File: config.mk
export PLATFORM = sky130hd
export DESIGN_NAME = nmi_trap_ctl
export DESIGN_NICKNAME = d
export VERILOG_FILES = /design/src/rtl/nmi_trap_pkg.sv /design/src/rtl/nmi_sync.sv /design/src/rtl/nmi_fall_det.sv /design/src/rtl/nmi_arm_ctl.sv /design/src/rtl/nmi_stat_reg.sv /design/src/rtl/nmi_trap_ctl.sv
export SDC_FILE = /design/constraint.sdc
export NUM_CORES = 1
export LEC_CHECK = 0
export BUFFER_PORTS_ARGS = -buffer_cell sky130_fd_sc_hd__buf_2
export CORE_AREA = 2 2 39 41
export DETAILED_ROUTE_END_ITERATION = 8
export DIE_AREA = 0 0 41 43
export GPL_TIMING_DRIVEN = 0
export SLEW_MARGIN = 10
export SYNTH_ARGS = -nofsm -noshare
export SYNTH_HDL_FRONTEND = slang
export SYNTH_HIERARCHICAL = 1
export SYNTH_SLANG_ARGS = --single-unit
File: constraint.sdc
create_clock -name clk -period 1.53 [get_ports clk]
set_clock_uncertainty 0.2 [all_clocks]
set_input_delay 0.2295 -clock clk [delete_from_list [all_inputs] [get_ports clk]]
set_output_delay 0.2295 -clock clk [all_outputs]
set_load 0.05 [all_outputs]
File: src/rtl/nmi_trap_pkg.sv
package nmi_trap_pkg;
  // Position of the trap-event flag inside the status byte
  localparam int unsigned TRAP_FLAG_BIT = 0;

  typedef struct packed {
    logic armed;
    logic locked;
  } arm_state_t;
endpackage

File: src/rtl/nmi_sync.sv
module nmi_sync #(
  parameter int unsigned STAGES = 2
) (
  input  logic clk,
  input  logic rst_n,
  input  logic async_i,
  output logic sync_o
);
  logic [STAGES-1:0] chain;

  // Idle level of the pin is high, so the chain resets to 1
  generate
    for (genvar g = 0; g < STAGES; g++) begin : g_stage
      if (g == 0) begin : g_first
        always_ff @(posedge clk or negedge rst_n) begin
          if (!rst_n) chain[0] <= 1'b1;
          else        chain[0] <= async_i;
        end
      end else begin : g_next
        always_ff @(posedge clk or negedge rst_n) begin
          if (!rst_n) chain[g] <= 1'b1;
          else        chain[g] <= chain[g-1];
        end
      end
    end
  endgenerate

  assign sync_o = chain[STAGES-1];
endmodule

File: src/rtl/nmi_fall_det.sv
module nmi_fall_det (
  input  logic clk,
  input  logic rst_n,
  input  logic level_i,
  output logic fall_o
);
  logic prev_q;

  always_ff @(posedge clk or negedge rst_n) begin
    if (!rst_n) prev_q <= 1'b1;
    else        prev_q <= level_i;
  end

  assign fall_o = prev_q & ~level_i;
endmodule

File: src/rtl/nmi_arm_ctl.sv
module nmi_arm_ctl
  import nmi_trap_pkg::*;
(
  input  logic       clk,
  input  logic       rst_n,
  input  logic       wr_i,
  input  logic       arm_i,
  input  logic       lock_i,
  input  logic       event_i,
  output arm_state_t state_o
);
  arm_state_t st_q;

  always_ff @(posedge clk or negedge rst_n) begin
    if (!rst_n) begin
      st_q <= '0;
    end else begin
      // One-shot arm: a trap event takes precedence over a write
      if (event_i)   st_q.armed <= 1'b0;
      else if (wr_i) st_q.armed <= arm_i;
      // Lock: set-only until reset
      if (wr_i && lock_i) st_q.locked <= 1'b1;
    end
  end

  assign state_o = st_q;
endmodule

File: src/rtl/nmi_stat_reg.sv
module nmi_stat_reg
  import nmi_trap_pkg::*;
#(
  parameter int unsigned WIDTH = 8
) (
  input  logic             clk,
  input  logic             rst_n,
  input  logic             set_i,
  input  logic             rd_i,
  output logic [WIDTH-1:0] stat_o
);
  logic flag_q;

  // A new event beats the read clear so it is never lost
  always_ff @(posedge clk or negedge rst_n) begin
    if (!rst_n)     flag_q <= 1'b0;
    else if (set_i) flag_q <= 1'b1;
    else if (rd_i)  flag_q <= 1'b0;
  end

  always_comb begin
    stat_o = '0;
    stat_o[TRAP_FLAG_BIT] = flag_q;
  end
endmodule

File: src/rtl/nmi_trap_ctl.sv
module nmi_trap_ctl
  import nmi_trap_pkg::*;
#(
  parameter int unsigned SYNC_STAGES = 2,
  parameter int unsigned STAT_W      = 8
) (
  input  logic              clk,
  input  logic              rst_n,
  input  logic              trap_pin_n,
  input  logic              ctl_wr,
  input  logic              ctl_arm,
  input  logic              ctl_lock,
  input  logic              stat_rd,
  output logic [STAT_W-1:0] stat_q,
  output logic              arm_q,
  output logic              lock_q,
  output logic              nmi_req
);
  logic       pin_sync;
  logic       fall;
  logic       trap_evt;
  arm_state_t st;

  nmi_sync #(.STAGES(SYNC_STAGES)) u_sync (
    .clk(clk), .rst_n(rst_n), .async_i(trap_pin_n), .sync_o(pin_sync)
  );

  nmi_fall_det u_fall (
    .clk(clk), .rst_n(rst_n), .level_i(pin_sync), .fall_o(fall)
  );

  assign trap_evt = fall & (st.armed | st.locked);

  nmi_arm_ctl u_arm (
    .clk(clk), .rst_n(rst_n), .wr_i(ctl_wr), .arm_i(ctl_arm),
    .lock_i(ctl_lock), .event_i(trap_evt), .state_o(st)
  );

  nmi_stat_reg #(.WIDTH(STAT_W)) u_stat (
    .clk(clk), .rst_n(rst_n), .set_i(trap_evt), .rd_i(stat_rd), .stat_o(stat_q)
  );

  always_ff @(posedge clk or negedge rst_n) begin
    if (!rst_n) nmi_req <= 1'b0;
    else        nmi_req <= trap_evt;
  end

  assign arm_q  = st.armed;
  assign lock_q = st.locked;
endmodule

==> results.md <==
- Vias per inst: 3.32
- Element type at the critical path start: flop
- CTS tree: done
- Setup TNS: 0 ns
- Largest net degree at the start of global routing: 8
- Nets: 54
- Top Ports: 18
- Skew-Pair Late Insertion Delay: 0.24 ns
- Element type at the critical path end: output port
- Synthesized cell area: 298 sq um
- Die footprint: 1760 sq um
- Hold_ws: 0.0235 ns
- Critical Path AT: 0.94 ns
- Hold violation total from the final report: 0
- GRT Total Usage: 6.80%
- Initial Utilization: 21.5%
- Placed Cells: 55
- Vias in the first global route: 176
- Mapped Cells: 23
- Clock H-tree levels: 1
- DRC violations left: 0
- Yosys warns: 6
- Final Max Tran Viols: 0
- Cell row count: 14
- Outcome: finished clean
- Final worst setup slack: 0.159 ns
- Tcrit/Tclk final: 89.6%
- WL final: 408 um
- Fraction of layout cells with a size suffix above 1: 56.5%
- 1st-pass router iterations: 1
- Pwr Density: 1070 nW/um^2
- Clk pin slew, worst setup/hold paths: 0.05 ns
- WL/cell: 6.58 um
- DRT antenna net count: 0
- Worst min path class: primary input to flop
- GP Congestion: 0.623
- Tmin final: 1.37 ns
- CTS sink cnt: 7
- CTS Buffer Depth: 2
- MaxCap Viol Count: 0
- Non-Filler Instances: 62
- FMAX: 729 MHz
- Port-buffer cells: 10
- Chip Height: 43 um
- Peak VDD IR: 0.531 mV
- First-pass GRT wire length: 690 um
- Final Power: 0.479 mW
- #FFs+latches synth: 7
- Pre-CTS WS: 0.361 ns
- Die X: 41 um
- CTS Root Buffer Type: clkbuf_4
- DRC marker count from the first detailed-route iteration: 0
- Final Setup Violations: 0
- Area growth syn-to-layout: 50.0%
- Number of CTS-inserted buffers: 3
- Worst EP required: 1.10 ns
- Antenna violations before repair: 0
- RSZ-0062 raised after global routing: false
- GR Overflow Total: 0
- Synth unique cells: 11
- Ant. Diodes: 0
- Critical Path Fanout Max: 2
- Post-Syn Area per Cell: 12.9 sq um
- Core ar.: 1380 sq um
- Via count: 206
- Setup CP Type: flop to output port
- Leakage: 0.245 nW
- Seq/Total Area, Yosys: 60.1%
## stage by stage
stage,instance area [sq um],utilization [%]
detailed placement,390,28.2
global placement,390,28.2
CTS,447,32.3
finish,447,32.3
global route,447,32.3
floorplan,320,-
## logic make-up (layout without fill, tap and decap cells)
logic type,after synthesis,after routing,synth area share (%)
buffers and inverters,9,26,21.4
AO/OA/AOI/OAI,3,3,7.99
AND/OR/NAND/NOR,2,2,5.88
multiplexers,1,1,3.36
other,1,7,1.26
flip-flops,7,7,60.1
## power by group
group	internal (mW)	total (mW)	leakage, nW	switching, mW
sequential	0.199	0.205	0.0779	0.00516
clock	0.0992	0.162	0.0150	0.0627
combinational	0.0365	0.113	0.152	0.0764
total	0.335	0.479	0.245	0.144
## critical path: stages, from the launching register on
cell and delay [ns]:
dfrtp_1 0.37, buf_4 0.13, buf_2 0.20
## metal layers
metal / track usage, % / up-vias / share of wire, %
met5: 0 / - / 0
met4: 4.00 / 0 / 0
met3: 7.85 / 0 / 15
met2: 8.75 / 14 / 51
met1: 5.98 / 89 / 34
li1: - / 103 / -
## timing repair
| action | 4_1_cts | 5_1_grt |
|---|---|---|
| setup buffers | 0 | 0 |
| gates resized for setup | 0 | 0 |
| endpoints found under the hold margin | 9 | 0 |
| hold buffers | 3 | 0 |
## path summary, 6_finish.rpt
path,from,endpoint,slack [ns],cells after the start
setup / recovery,u_stat/flag_q,stat_q[0],0.16,2
hold / removal,ctl_wr,u_arm/state_o[0],0.02,2
setup reg to reg,u_sync/sync_o,u_stat/flag_q,0.37,3
hold reg to reg,u_sync/chain[0],u_sync/sync_o,0.15,0
max in group asynchronous,rst_n,u_sync/sync_o,0.76,2
min in group asynchronous,rst_n,u_arm/state_o[0],0.14,2
## cell type report
cell class                      count  area, sq um
Sequential cell                     7          179
Buffer                              8         60.1
Timing Repair Buffer               13         80.1
Clock buffer                        4         26.3
Inverter                            1         3.75
Fill cell                         149          937
Multi-Input combinational cell     13         77.6
Tap cell                           16         20.0
## placed cells by master, fill, tap and decap left out, types with 3 or more instances in the layout
master,synthesis,routed
dfstp_2,3,3
conb_1,1,7
dlygate4sd3_1,0,3
buf_2,0,10
dfrtp_1,4,4
clkbuf_4,0,3
buf_4,8,8
## Yosys cell counts
| cell | count | area (sq um) |
|---|---|---|
| nor2_1 | 1 | 3.75 |
| nor2b_4 | 1 | 13.8 |
| o21a_1 | 1 | 7.51 |
| dfrtp_1 | 4 | 100 |
| conb_1 | 1 | 3.75 |
| buf_4 | 8 | 60.1 |
| mux2i_1 | 1 | 10.0 |
| inv_1 | 1 | 3.75 |
| a21o_2 | 1 | 8.76 |
| dfstp_2 | 3 | 78.8 |
| a21o_1 | 1 | 7.51 |
## state kept, by name, indices dropped and copies added, names as in the netlist
name	cells
u_arm/state_o	2
nmi_req	1
u_fall/prev_q	1
u_stat/flag_q	1
u_sync/chain	1
u_sync/sync_o	1
Power figures use the tool's default switching activity.
